--- config.mk ---
export PLATFORM = sky130hd
export DESIGN_NAME = pwmt_top
export DESIGN_NICKNAME = d
export VERILOG_FILES = /design/src/rtl/pwmt_pkg.sv /design/src/rtl/pwmt_prescaler.sv /design/src/rtl/pwmt_counter.sv /design/src/rtl/pwmt_channel.sv /design/src/rtl/pwmt_top.sv
export SDC_FILE = /design/constraint.sdc
export NUM_CORES = 1
export LEC_CHECK = 0
export BUFFER_PORTS_ARGS = -buffer_cell sky130_fd_sc_hd__buf_2
export CAP_MARGIN = 40
export CELL_PAD_IN_SITES_DETAIL_PLACEMENT = 0
export CELL_PAD_IN_SITES_GLOBAL_PLACEMENT = 1
export CORE_MARGIN = 3
export CORE_UTILIZATION = 25
export CTS_CLUSTER_DIAMETER = 200
export CTS_CLUSTER_SIZE = 30
export DETAILED_ROUTE_END_ITERATION = 10
export PLACE_DENSITY_LB_ADDON = 0.1
export REMOVE_ABC_BUFFERS = 1
export SYNTH_ARGS = -nofsm -noshare
export SYNTH_HDL_FRONTEND = slang
export SYNTH_HIERARCHICAL = 1
export SYNTH_SLANG_ARGS = --single-unit
--- constraint.sdc ---
create_clock -name clk -period 8.43 [get_ports clk]
set_clock_uncertainty 0.1 [all_clocks]
set_input_delay 0.4215 -clock clk [delete_from_list [all_inputs] [get_ports clk]]
set_output_delay 0.4215 -clock clk [all_outputs]
set_load 0.05 [all_outputs]
--- src/rtl/pwmt_pkg.sv ---
package pwmt_pkg;
  localparam logic [7:0] OFS_PARAM   = 8'h04;
  localparam logic [7:0] OFS_GLOBAL  = 8'h08;
  localparam logic [7:0] OFS_CTRL    = 8'h10;
  localparam logic [7:0] OFS_COUNT   = 8'h14;
  localparam logic [7:0] OFS_MODULO  = 8'h18;
  localparam logic [7:0] OFS_CH_BASE = 8'h20;
  localparam int         CH_STRIDE   = 8;

  typedef enum logic [1:0] {
    CLK_OFF      = 2'b00,
    CLK_INTERNAL = 2'b01,
    CLK_RSVD_A   = 2'b10,
    CLK_RSVD_B   = 2'b11
  } clk_mode_e;

  typedef enum logic [1:0] {
    OUT_OFF  = 2'b00,
    OUT_INV  = 2'b01,
    OUT_NORM = 2'b10,
    OUT_RSVD = 2'b11
  } out_sel_e;

  typedef struct packed {
    logic     mode_b;
    logic     mode_a;
    out_sel_e sel;
  } ch_cfg_t;
endpackage

--- src/rtl/pwmt_prescaler.sv ---
module pwmt_prescaler #(
  parameter int PS_W = 3
) (
  input  logic            clk,
  input  logic            rst,
  input  logic            run,
  input  logic [PS_W-1:0] ps,
  output logic            tick
);
  localparam int DIV_W = (1 << PS_W) - 1;

  logic [DIV_W-1:0] div_q;
  logic [DIV_W-1:0] mask;

  always_comb begin
    mask = ~({DIV_W{1'b1}} << ps);
    tick = run && ((div_q & mask) == mask);
  end

  always_ff @(posedge clk) begin
    if (rst || !run) div_q <= '0;
    else             div_q <= div_q + 1'b1;
  end

  assert_no_tick_stopped_R2: assert property (@(posedge clk) disable iff (rst)
    (!run) |=> (div_q == '0));
endmodule

--- src/rtl/pwmt_counter.sv ---
module pwmt_counter #(
  parameter int CNT_W = 16
) (
  input  logic             clk,
  input  logic             rst,
  input  logic             run,
  input  logic             tick,
  input  logic             clear,
  input  logic             mod_wr,
  input  logic [CNT_W-1:0] mod_wdata,
  output logic [CNT_W-1:0] cnt_o,
  output logic [CNT_W-1:0] mod_o,
  output logic             wrap_o
);
  logic [CNT_W-1:0] cnt_q, mod_q, mod_buf_q;

  assign wrap_o = tick && (cnt_q >= mod_q);
  assign cnt_o  = cnt_q;
  assign mod_o  = mod_q;

  always_ff @(posedge clk) begin
    if (rst)         cnt_q <= '0;
    else if (clear)  cnt_q <= '0;
    else if (tick)   cnt_q <= wrap_o ? '0 : cnt_q + 1'b1;
  end

  always_ff @(posedge clk) begin
    if (rst) begin
      mod_buf_q <= '0;
      mod_q     <= '0;
    end else begin
      if (mod_wr) mod_buf_q <= mod_wdata;
      if (mod_wr && !run) mod_q <= mod_wdata;
      else if (wrap_o)    mod_q <= mod_buf_q;
    end
  end

  assert_hold_when_stopped_R2: assert property (@(posedge clk) disable iff (rst)
    (!run && !clear) |=> $stable(cnt_q));
  assert_step_by_one_R3: assert property (@(posedge clk) disable iff (rst)
    (tick && !clear && (cnt_q < mod_q)) |=> (cnt_q == $past(cnt_q) + 1'b1));
  assert_stopped_load_R4: assert property (@(posedge clk) disable iff (rst)
    (mod_wr && !run) |=> (mod_q == $past(mod_wdata)));
  assert_mod_held_midperiod_R5: assert property (@(posedge clk) disable iff (rst)
    (run && !wrap_o) |=> $stable(mod_q));
endmodule

--- src/rtl/pwmt_channel.sv ---
module pwmt_channel
  import pwmt_pkg::*;
#(
  parameter int CNT_W = 16
) (
  input  logic             clk,
  input  logic             rst,
  input  logic             run,
  input  logic             tick,
  input  logic             wrap,
  input  logic [CNT_W-1:0] cnt,
  input  logic             cfg_wr,
  input  ch_cfg_t          cfg_wdata,
  input  logic             flag_clr,
  input  logic             val_wr,
  input  logic [CNT_W-1:0] val_wdata,
  output ch_cfg_t          cfg_o,
  output logic             flag_o,
  output logic [CNT_W-1:0] val_o,
  output logic             pwm_o
);
  ch_cfg_t          cfg_q;
  logic [CNT_W-1:0] val_q, val_buf_q;
  logic             flag_q, pwm_q, below, pwm_mode, drive, match;

  always_comb begin
    below    = (cnt < val_q);
    pwm_mode = cfg_q.mode_b && !cfg_q.mode_a;
    match    = tick && (cnt == val_q);
    unique case (cfg_q.sel)
      OUT_NORM: drive = pwm_mode && below;
      OUT_INV:  drive = pwm_mode && !below;
      default:  drive = 1'b0;
    endcase
  end

  always_ff @(posedge clk) begin
    if (rst) begin
      cfg_q     <= '0;
      val_q     <= '0;
      val_buf_q <= '0;
      flag_q    <= 1'b0;
      pwm_q     <= 1'b0;
    end else begin
      if (cfg_wr) cfg_q <= cfg_wdata;
      if (val_wr) val_buf_q <= val_wdata;
      if (val_wr && !run) val_q <= val_wdata;
      else if (wrap)      val_q <= val_buf_q;
      if (match)         flag_q <= 1'b1;
      else if (flag_clr) flag_q <= 1'b0;
      pwm_q <= drive;
    end
  end

  assign cfg_o  = cfg_q;
  assign flag_o = flag_q;
  assign val_o  = val_q;
  assign pwm_o  = pwm_q;

  assert_zero_duty_low_R6: assert property (@(posedge clk) disable iff (rst)
    (pwm_mode && cfg_q.sel == OUT_NORM && val_q == '0) |=> !pwm_q);
  assert_off_select_low_R8: assert property (@(posedge clk) disable iff (rst)
    (cfg_q.sel == OUT_OFF || cfg_q.sel == OUT_RSVD || !pwm_mode) |=> !pwm_q);
  assert_flag_clear_R9: assert property (@(posedge clk) disable iff (rst)
    (flag_clr && !match) |=> !flag_q);
  assert_val_held_midperiod_R5: assert property (@(posedge clk) disable iff (rst)
    (run && !wrap) |=> $stable(val_q));
endmodule

--- src/rtl/pwmt_top.sv ---
module pwmt_top
  import pwmt_pkg::*;
#(
  parameter int NUM_CH = 4,
  parameter int CNT_W  = 16,
  parameter int PS_W   = 3,
  parameter int ADDR_W = 8
) (
  input  logic              clk,
  input  logic              rst,
  input  logic [ADDR_W-1:0] bus_addr,
  input  logic              bus_we,
  input  logic [31:0]       bus_wdata,
  output logic [31:0]       bus_rdata,
  output logic [NUM_CH-1:0] pwm_o
);
  localparam logic [ADDR_W-1:0] A_PARAM  = ADDR_W'(OFS_PARAM);
  localparam logic [ADDR_W-1:0] A_GLOBAL = ADDR_W'(OFS_GLOBAL);
  localparam logic [ADDR_W-1:0] A_CTRL   = ADDR_W'(OFS_CTRL);
  localparam logic [ADDR_W-1:0] A_COUNT  = ADDR_W'(OFS_COUNT);
  localparam logic [ADDR_W-1:0] A_MODULO = ADDR_W'(OFS_MODULO);

  logic [PS_W-1:0]  ps_q;
  clk_mode_e        cmode_q;
  logic             run, tick, wrap;
  logic [CNT_W-1:0] cnt, mod_val;
  logic [31:0]      rd_next;
  logic             unused_wdata;

  ch_cfg_t          ch_cfg  [NUM_CH];
  logic             ch_flag [NUM_CH];
  logic [CNT_W-1:0] ch_val  [NUM_CH];

  assign run          = (cmode_q == CLK_INTERNAL);
  assign unused_wdata = ^bus_wdata;

  always_ff @(posedge clk) begin
    if (rst) begin
      ps_q    <= '0;
      cmode_q <= CLK_OFF;
    end else if (bus_we && bus_addr == A_CTRL) begin
      ps_q    <= bus_wdata[PS_W-1:0];
      cmode_q <= clk_mode_e'(bus_wdata[4:3]);
    end
  end

  pwmt_prescaler #(.PS_W(PS_W)) u_presc (
    .clk(clk), .rst(rst), .run(run), .ps(ps_q), .tick(tick)
  );

  pwmt_counter #(.CNT_W(CNT_W)) u_count (
    .clk(clk), .rst(rst), .run(run), .tick(tick),
    .clear(bus_we && bus_addr == A_COUNT),
    .mod_wr(bus_we && bus_addr == A_MODULO),
    .mod_wdata(bus_wdata[CNT_W-1:0]),
    .cnt_o(cnt), .mod_o(mod_val), .wrap_o(wrap)
  );

  for (genvar g = 0; g < NUM_CH; g++) begin : g_ch
    localparam logic [ADDR_W-1:0] A_CFG = ADDR_W'(int'(OFS_CH_BASE) + CH_STRIDE * g);
    localparam logic [ADDR_W-1:0] A_VAL = ADDR_W'(int'(OFS_CH_BASE) + CH_STRIDE * g + 4);
    logic cfg_hit;
    assign cfg_hit = bus_we && bus_addr == A_CFG;

    pwmt_channel #(.CNT_W(CNT_W)) u_ch (
      .clk(clk), .rst(rst), .run(run), .tick(tick), .wrap(wrap), .cnt(cnt),
      .cfg_wr(cfg_hit),
      .cfg_wdata(ch_cfg_t'(bus_wdata[5:2])),
      .flag_clr(cfg_hit && bus_wdata[7]),
      .val_wr(bus_we && bus_addr == A_VAL),
      .val_wdata(bus_wdata[CNT_W-1:0]),
      .cfg_o(ch_cfg[g]), .flag_o(ch_flag[g]), .val_o(ch_val[g]),
      .pwm_o(pwm_o[g])
    );
  end

  always_comb begin
    rd_next = '0;
    if (bus_addr == A_PARAM)  rd_next = 32'(NUM_CH);
    if (bus_addr == A_GLOBAL) rd_next = '0;
    if (bus_addr == A_CTRL)   rd_next = {27'd0, cmode_q, 3'(ps_q)};
    if (bus_addr == A_COUNT)  rd_next = 32'(cnt);
    if (bus_addr == A_MODULO) rd_next = 32'(mod_val);
    for (int i = 0; i < NUM_CH; i++) begin
      if (bus_addr == ADDR_W'(int'(OFS_CH_BASE) + CH_STRIDE * i))
        rd_next = {24'd0, ch_flag[i], 1'b0, ch_cfg[i], 2'b00};
      if (bus_addr == ADDR_W'(int'(OFS_CH_BASE) + CH_STRIDE * i + 4))
        rd_next = 32'(ch_val[i]);
    end
  end

  always_ff @(posedge clk) begin
    if (rst) bus_rdata <= '0;
    else     bus_rdata <= rd_next;
  end

  assert_outputs_low_after_reset_R1: assert property (@(posedge clk)
    rst |=> (pwm_o == '0));
  assert_param_readback_R1: assert property (@(posedge clk) disable iff (rst)
    (bus_addr == A_PARAM) |=> (bus_rdata[7:0] == 8'(NUM_CH)));
endmodule

# Word-level counts from Yosys, hierarchy flattened
# Index checks and enable logic that the tools add are counted.
[word_totals] in_bits=43 reg_bits=244 output_inout_bits=36
[classes] n_shift=1 bitwise=2 order_cmp=5 n_addsub=2 n_reduce_logical=59 n_eq_ne=27 muxes=36
[ops] cell="two-way mux 16 bit" n=23
[ops] cell="equality test 16 bit" n=4
[ops] cell="equality test 8 x 6 -> 1 bit (second input constant)" n=8
[ops] cell="< comparator 16 bit" n=4
[ops] cell="logical AND 1 bit" n=38
[ops] cell="equality test 8 x 5 -> 1 bit (second input constant)" n=3
[ops] cell="nonzero test 2 bit" n=9
[ops] cell="adder 16 x 1 -> 16 bit (second input constant)" n=1
[ops] cell=">= comparator 16 bit" n=1
[ops] cell="OR reduction 13 bit" n=1
[ops] cell="equality test 2 x 1 -> 1 bit (second input constant)" n=5
[ops] cell="logical NOT 1 bit" n=9
[ops] cell="equality test 2 bit (second input constant)" n=4
[ops] cell="equality test 8 x 3 -> 1 bit (second input constant)" n=1
[ops] cell="equality test 8 x 4 -> 1 bit (second input constant)" n=1
[ops] cell="two-way mux 1 bit" n=8
[ops] cell="case mux 1 bit (2 select lines)" n=4
[ops] cell="adder 7 x 1 -> 7 bit (second input constant)" n=1
[ops] cell="bitwise AND 7 bit" n=1
[ops] cell="equality test 7 bit" n=1
[ops] cell="NOT 7 bit" n=1
[ops] cell="<< shifter 7 x 3 -> 7 bit (first input constant)" n=1
[ops] cell="two-way mux 3 bit" n=1
[ops] cell="OR reduction 2 bit" n=1
[ops] cell="logical OR 1 bit" n=1

# Longest topological paths before layout
[depth] depth_word=14 mapped_depth=12 mapped_depth_nobuf=9

# Modules after synthesis
# The synthesis kept the hierarchy.
[modules_own_cells] mod="pwmt_channel" cells_each=204 n_inst=4 area_per_inst_um2=1899.3
[modules_own_cells] mod="pwmt_counter" cells_each=305 n_inst=1 area_per_inst_um2=2628.8
[modules_own_cells] mod="pwmt_top" cells_each=261 n_inst=1 area_per_inst_um2=2016.9
[modules_own_cells] mod="pwmt_prescaler" cells_each=39 n_inst=1 area_per_inst_um2=319.1

# Least setup slack after synthesis
# No wires, ideal clock.
[synth_timing] path_type="input to register" from="in bus_addr[5]" to="reg u_count.mod_q[10], in the netlist u_count/mod_o[10]" setup_slack_ps=5356 t_required_ps=8209 stages=12 arrival_ps=2853 n_path_buf=6 setup_time_ps=121 cell_sequence="buf_6 or4b_1 buf_2 nor2_2 and2_1 clkbuf_1 nand2b_1 clkbuf_1 o221a_1 buf_6 buf_6 mux2_4"
[synth_via] elab_chain_cells=4 elab_cells_between_ends=5 classes_between="eq/ne (1); mux (1); reduce/logical (3)"
[synth_rtl] element="start: declaration" line_no="pwmt_top.sv:11" source="input logic [ADDR_W-1:0] bus_addr,"
[synth_rtl] element="equality test 8 x 5 -> 1 bit (*)" line_no="pwmt_top.sv:54" source=".mod_wr(bus_we && bus_addr == A_MODULO),"
[synth_rtl] element="logical AND 1 bit (*)" line_no="pwmt_top.sv:54"
[synth_rtl] element="logical AND 1 bit (*)" line_no="pwmt_counter.sv:33" source="if (mod_wr && !run) mod_q <= mod_wdata;"
[synth_rtl] element="two-way mux 16 bit or nonzero test 2 bit (tied branches)"
[synth_rtl] element="end signal: assignment" line_no="pwmt_counter.sv:33"
[synth_rtl] element="end signal: assignment" line_no="pwmt_counter.sv:34" source="else if (wrap_o) mod_q <= mod_buf_q;"
[synth_rtl] element="end: declaration" line_no="pwmt_counter.sv:15" source="logic [CNT_W-1:0] cnt_q, mod_q, mod_buf_q;"
# Mark *: on every way between the ends. The rest lies on a longest branch, timed or not.
# A chain may end at the register's enable or synchronous reset.

# Worst setup path in the final report
[layout_timing] from="reg u_count.cnt_q[15], in the netlist u_count/cnt_o[15]" to="reg g_ch[0].u_ch.val_q[4]"
[layout_via] elab_chain_cells=3
[layout_rtl] element="start: declaration" line_no="pwmt_counter.sv:15"
[layout_rtl] element="start signal: assignment" line_no="pwmt_counter.sv:24" source="else if (tick) cnt_q <= wrap_o ? '0 : cnt_q + 1'b1;"
[layout_rtl] element=">= comparator 16 bit" line_no="pwmt_counter.sv:17" source="assign wrap_o = tick && (cnt_q >= mod_q);"
[layout_rtl] element="logical AND 1 bit" line_no="pwmt_counter.sv:17"
[layout_rtl] element="net wrap" line_no="pwmt_top.sv:25" source="logic run, tick, wrap;"
[layout_rtl] element="nonzero test 2 bit (no source line)"
[layout_rtl] element="end signal: assignment" line_no="pwmt_channel.sv:47" source="if (val_wr && !run) val_q <= val_wdata;"
[layout_rtl] element="end signal: assignment" line_no="pwmt_channel.sv:48" source="else if (wrap) val_q <= val_buf_q;"
[layout_rtl] element="end: declaration" line_no="pwmt_channel.sv:23" source="logic [CNT_W-1:0] val_q, val_buf_q;"
# The timed path passes the listed nets, and every way through them passes these cells.

==> reports/metrics.yaml <==
hold_depth: 3
fmax_mhz: 259
drc: 0
drive_gt1_share_pct: 9.32
cts_resized: 0
async_reset_ff_share_pct: 0
yosysUniqueCellTypes: 66
clock_latency_ns: 0.50
antenna_cells: 0
die_height_um: 230
synth_seq_area_share_pct: 36.3
instances_no_fill: 2081
hold_viol: 0
cap_violations: 0
grt_pass1_wl_um: 66900
fin_tns_setup_ns: 0
grt_max_degree: 95
n_fill_cell: 5347
period_share_pct: 45.8
required_ns: 8.74
rsz0062_at_grt: "false"
status: "completed"
hold_path_end: "g_ch[0].u_ch/val_o[14]"
avgSynthCellArea_um2: 8.84
clock_tree.root_cell: "clkbuf_16"
cts_buffers: 11
min-delay-start: "bus_wdata[14]"
grtUsageMet1_pct: 24.0
area_growth_pct: 8.82
grtUsageMet3_pct: 1.93
grt_pass1_vias: 9822
grt_util_all_layers_pct: 16.7
use_met2_pct: 27.7
period_minus_slack_ns: 3.86
placedCellCount: 2069
cts.hold.buffers_added: 0
relSlewSlack_pct: 42.4
drt_iter0_drc: 660
utilization_pct: 27.8
setup.worst_path.end_class: "flip-flop"
ant_nets: 0
h-tree-depth: 1
critPathMaxFanout: 34
arrival_ns: 4.17
synth.top_cell.area_share_pct: 36.3
first_pass_iters: 5
cts.path.max_buffers: 3
fp.coreArea_mm2: 0.0493
fin_nets: 1547
cts_tree: "yes"
tightest_slew_ns: 0.863
reg2reg_depth: 8
ys.flop_type: "dfxtp_1"
slew_viol_final: 0
worstPathCellList: "ha_1, nand4_1, a2111o_1, o21ai_1, and2_4, buf_4, mux2i_1, a211oi_1"
antenna_found_initial: 0
leakagePower_nw: 4.62
ios: 79
std_cell_rows: 81
grt-ovfl-total: 0
irDropWorstVdd_v: 0.000100
synth_edf_count: 0
busiest_layer: "met2"
slowest_delay_ns: 0.68
timing.hold.ws_ns: 0.181
clkTransAtPathRegs_ns: 0.13
die_area_mm2: 0.0530
hp-class: "in -> reg"
vias: 9978
hpwl_um: 30700
drt-total-wl_um: 44900
clock-sinks: 228
crit_path_top_delay_cell: "and2_4"
wire_per_inst_um: 21.6
synth_area_leaders: "dfxtp_1 (36%), mux2i_1 (14%), ha_1 (8.6%), nor2_1 (6.6%), a211oi_1 (4.7%)"
p_per_area_mw_per_mm2: 133
reg2reg_from: "u_count/cnt_o[15]"
ys_seq_elements: 228
crit_type: "reg -> reg"
initial_utilization_pct: 25.5
critPathLaunchType: "flip-flop"
die_w_um: 230
synth_area_leader_cell: "dfxtp_1"
setup_viol: 0
postCtsSetupBuffers: 0
r2r_setup_slack_ns: 4.57
r2r-end: "g_ch[0].u_ch/val_o[4]"
via_per_inst: 4.79
syn_inst: 1421
ys_warn_count: 6
numPortBuffers: 46
synth_area_mm2: 0.0126
routabilityCongestion: 0.824
-- cell usage in the layout, fill, tap and decap left out, types with 6 or more instances in the layout --
cell and n:
a211oi_1 79, a21o_1 6, a21oi_1 70, a221oi_1 11
a22o_1 9, a22oi_1 15, and3_1 7, buf_2 45
buf_4 24, clkbuf_16 11, conb_1 16, dfxtp_1 228
ha_1 86, inv_1 97, mux2_2 7, mux2_4 10
mux2i_1 176, nand2_1 85, nand2b_1 18, nand3_1 19
nand4_1 16, nor2_1 219, nor2b_1 15, nor3_1 17
o21ai_0 22, xnor2_1 10, xor2_1 6
-- worst max-delay path by stage --
stage                      start                     end  slack [ns]  cells past startpoint
6_report       u_count/cnt_o[15]   g_ch[0].u_ch/val_o[4]        4.57                      8
5_1_grt        u_count/cnt_o[14]  g_ch[3].u_ch/val_o[12]        4.21                      8
4_1_cts        u_count/cnt_o[14]   g_ch[0].u_ch/val_o[4]        4.45                      8
3_5_place_dp   u_count/cnt_o[12]   g_ch[0].u_ch/val_o[4]        4.46                      8
3_3_place_gp   u_count/cnt_o[12]  g_ch[1].u_ch/val_o[12]        3.82                      8
2_1_floorplan   u_count/cnt_o[7]   g_ch[0].u_ch/val_o[0]        3.77                      7
-- cell type report --
type | count | area, um2 | share of cell area, %
Sequential cell | 228 | 4560 | 33.4
Multi-Input combinational cell | 1006 | 7140 | 52.3
Clock inverter | 1 | 16.3 | 0.119
Tap cell | 664 | 831 | 6.08
Inverter | 97 | 364 | 2.66
Clock buffer | 11 | 275 | 2.01
Timing Repair Buffer | 74 | 477 | 3.49
-- kinds of logic (layout without fill, tap and decap cells) --
| logic type | Yosys count | count (layout) | share of synthesized area [%] |
|---|---|---|---|
| multiplexers | 196 | 196 | 16.4 |
| other | 1 | 16 | 0.0299 |
| buffers and inverters | 202 | 183 | 7.36 |
| AO/OA/AOI/OAI | 257 | 257 | 14.3 |
| flip-flops | 228 | 228 | 36.3 |
| adder cells (fa/ha/maj) | 86 | 86 | 8.57 |
| XOR/XNOR | 16 | 16 | 1.12 |
| AND/OR/NAND/NOR | 435 | 435 | 15.9 |
-- metrics by stage --
stage               instance area [um2]  total power, mW  setup WS (ns)
global route                      13700             1.89           4.21
detailed placement                13400             1.21           4.46
floorplan                         12100             1.14           3.77
finish                            13700             1.82           4.57
CTS                               13700             1.86           4.45
global placement                  13300             1.21           3.82
-- registers in the layout, indices dropped and copies added (netlist names), 7 cells and up --
register             cells
g_ch.u_ch/cfg_o         16
u_presc/div_q            7
g_ch.u_ch/val_o         64
u_count/cnt_o           16
bus_rdata               16
u_count/mod_buf_q       16
u_count/mod_o           16
g_ch.u_ch/val_buf_q     64
-- per-layer routing --
metal | part of all wire, % | up-vias
met5 | 0 | -
met4 | 0.63 | 0
met3 | 3.4 | 15
met2 | 46 | 142
met1 | 50 | 4895
li1 | - | 4926
-- critical path, delay by kind of cell (launching register included) --
| family | cells | cell delay (ns) |
|---|---|---|
| AO/OA/AOI/OAI | 3 | 1.14 |
| AND/OR/NAND/NOR | 2 | 0.85 |
| buffers and inverters | 1 | 0.67 |
| flip-flops | 1 | 0.44 |
| adder cells (fa/ha/maj) | 1 | 0.39 |
| multiplexers | 1 | 0.16 |
-- power by group --
| group | switching [mW] | leakage, nW | internal (mW) | total, mW |
|---|---|---|---|---|
| logic | 0.0846 | 2.64 | 0.0193 | 0.104 |
| registers | 0.00119 | 1.84 | 1.08 | 1.08 |
| clock network | 0.391 | 0.142 | 0.243 | 0.634 |
-- Yosys cell counts (5+ instances only) --
cell	count
ha_1	86
clkbuf_1	39
nand2_1	85
inv_1	97
mux2_4	10
mux2i_1	176
a21oi_1	71
nor3_1	17
xnor2_1	10
nor4b_1	5
and2_1	5
nand3_1	19
buf_2	22
nor2b_1	16
a211oi_1	79
mux2_2	7
nand4_1	16
xor2_1	6
dfxtp_1	228
nand2b_1	18
buf_6	5
buf_1	12
a21o_1	6
o221ai_1	5
a22oi_1	15
buf_4	23
o21ai_0	22
and3_1	7
nor2_1	221
a22o_1	9
a221oi_1	11
Power figures use the tool's default switching activity.
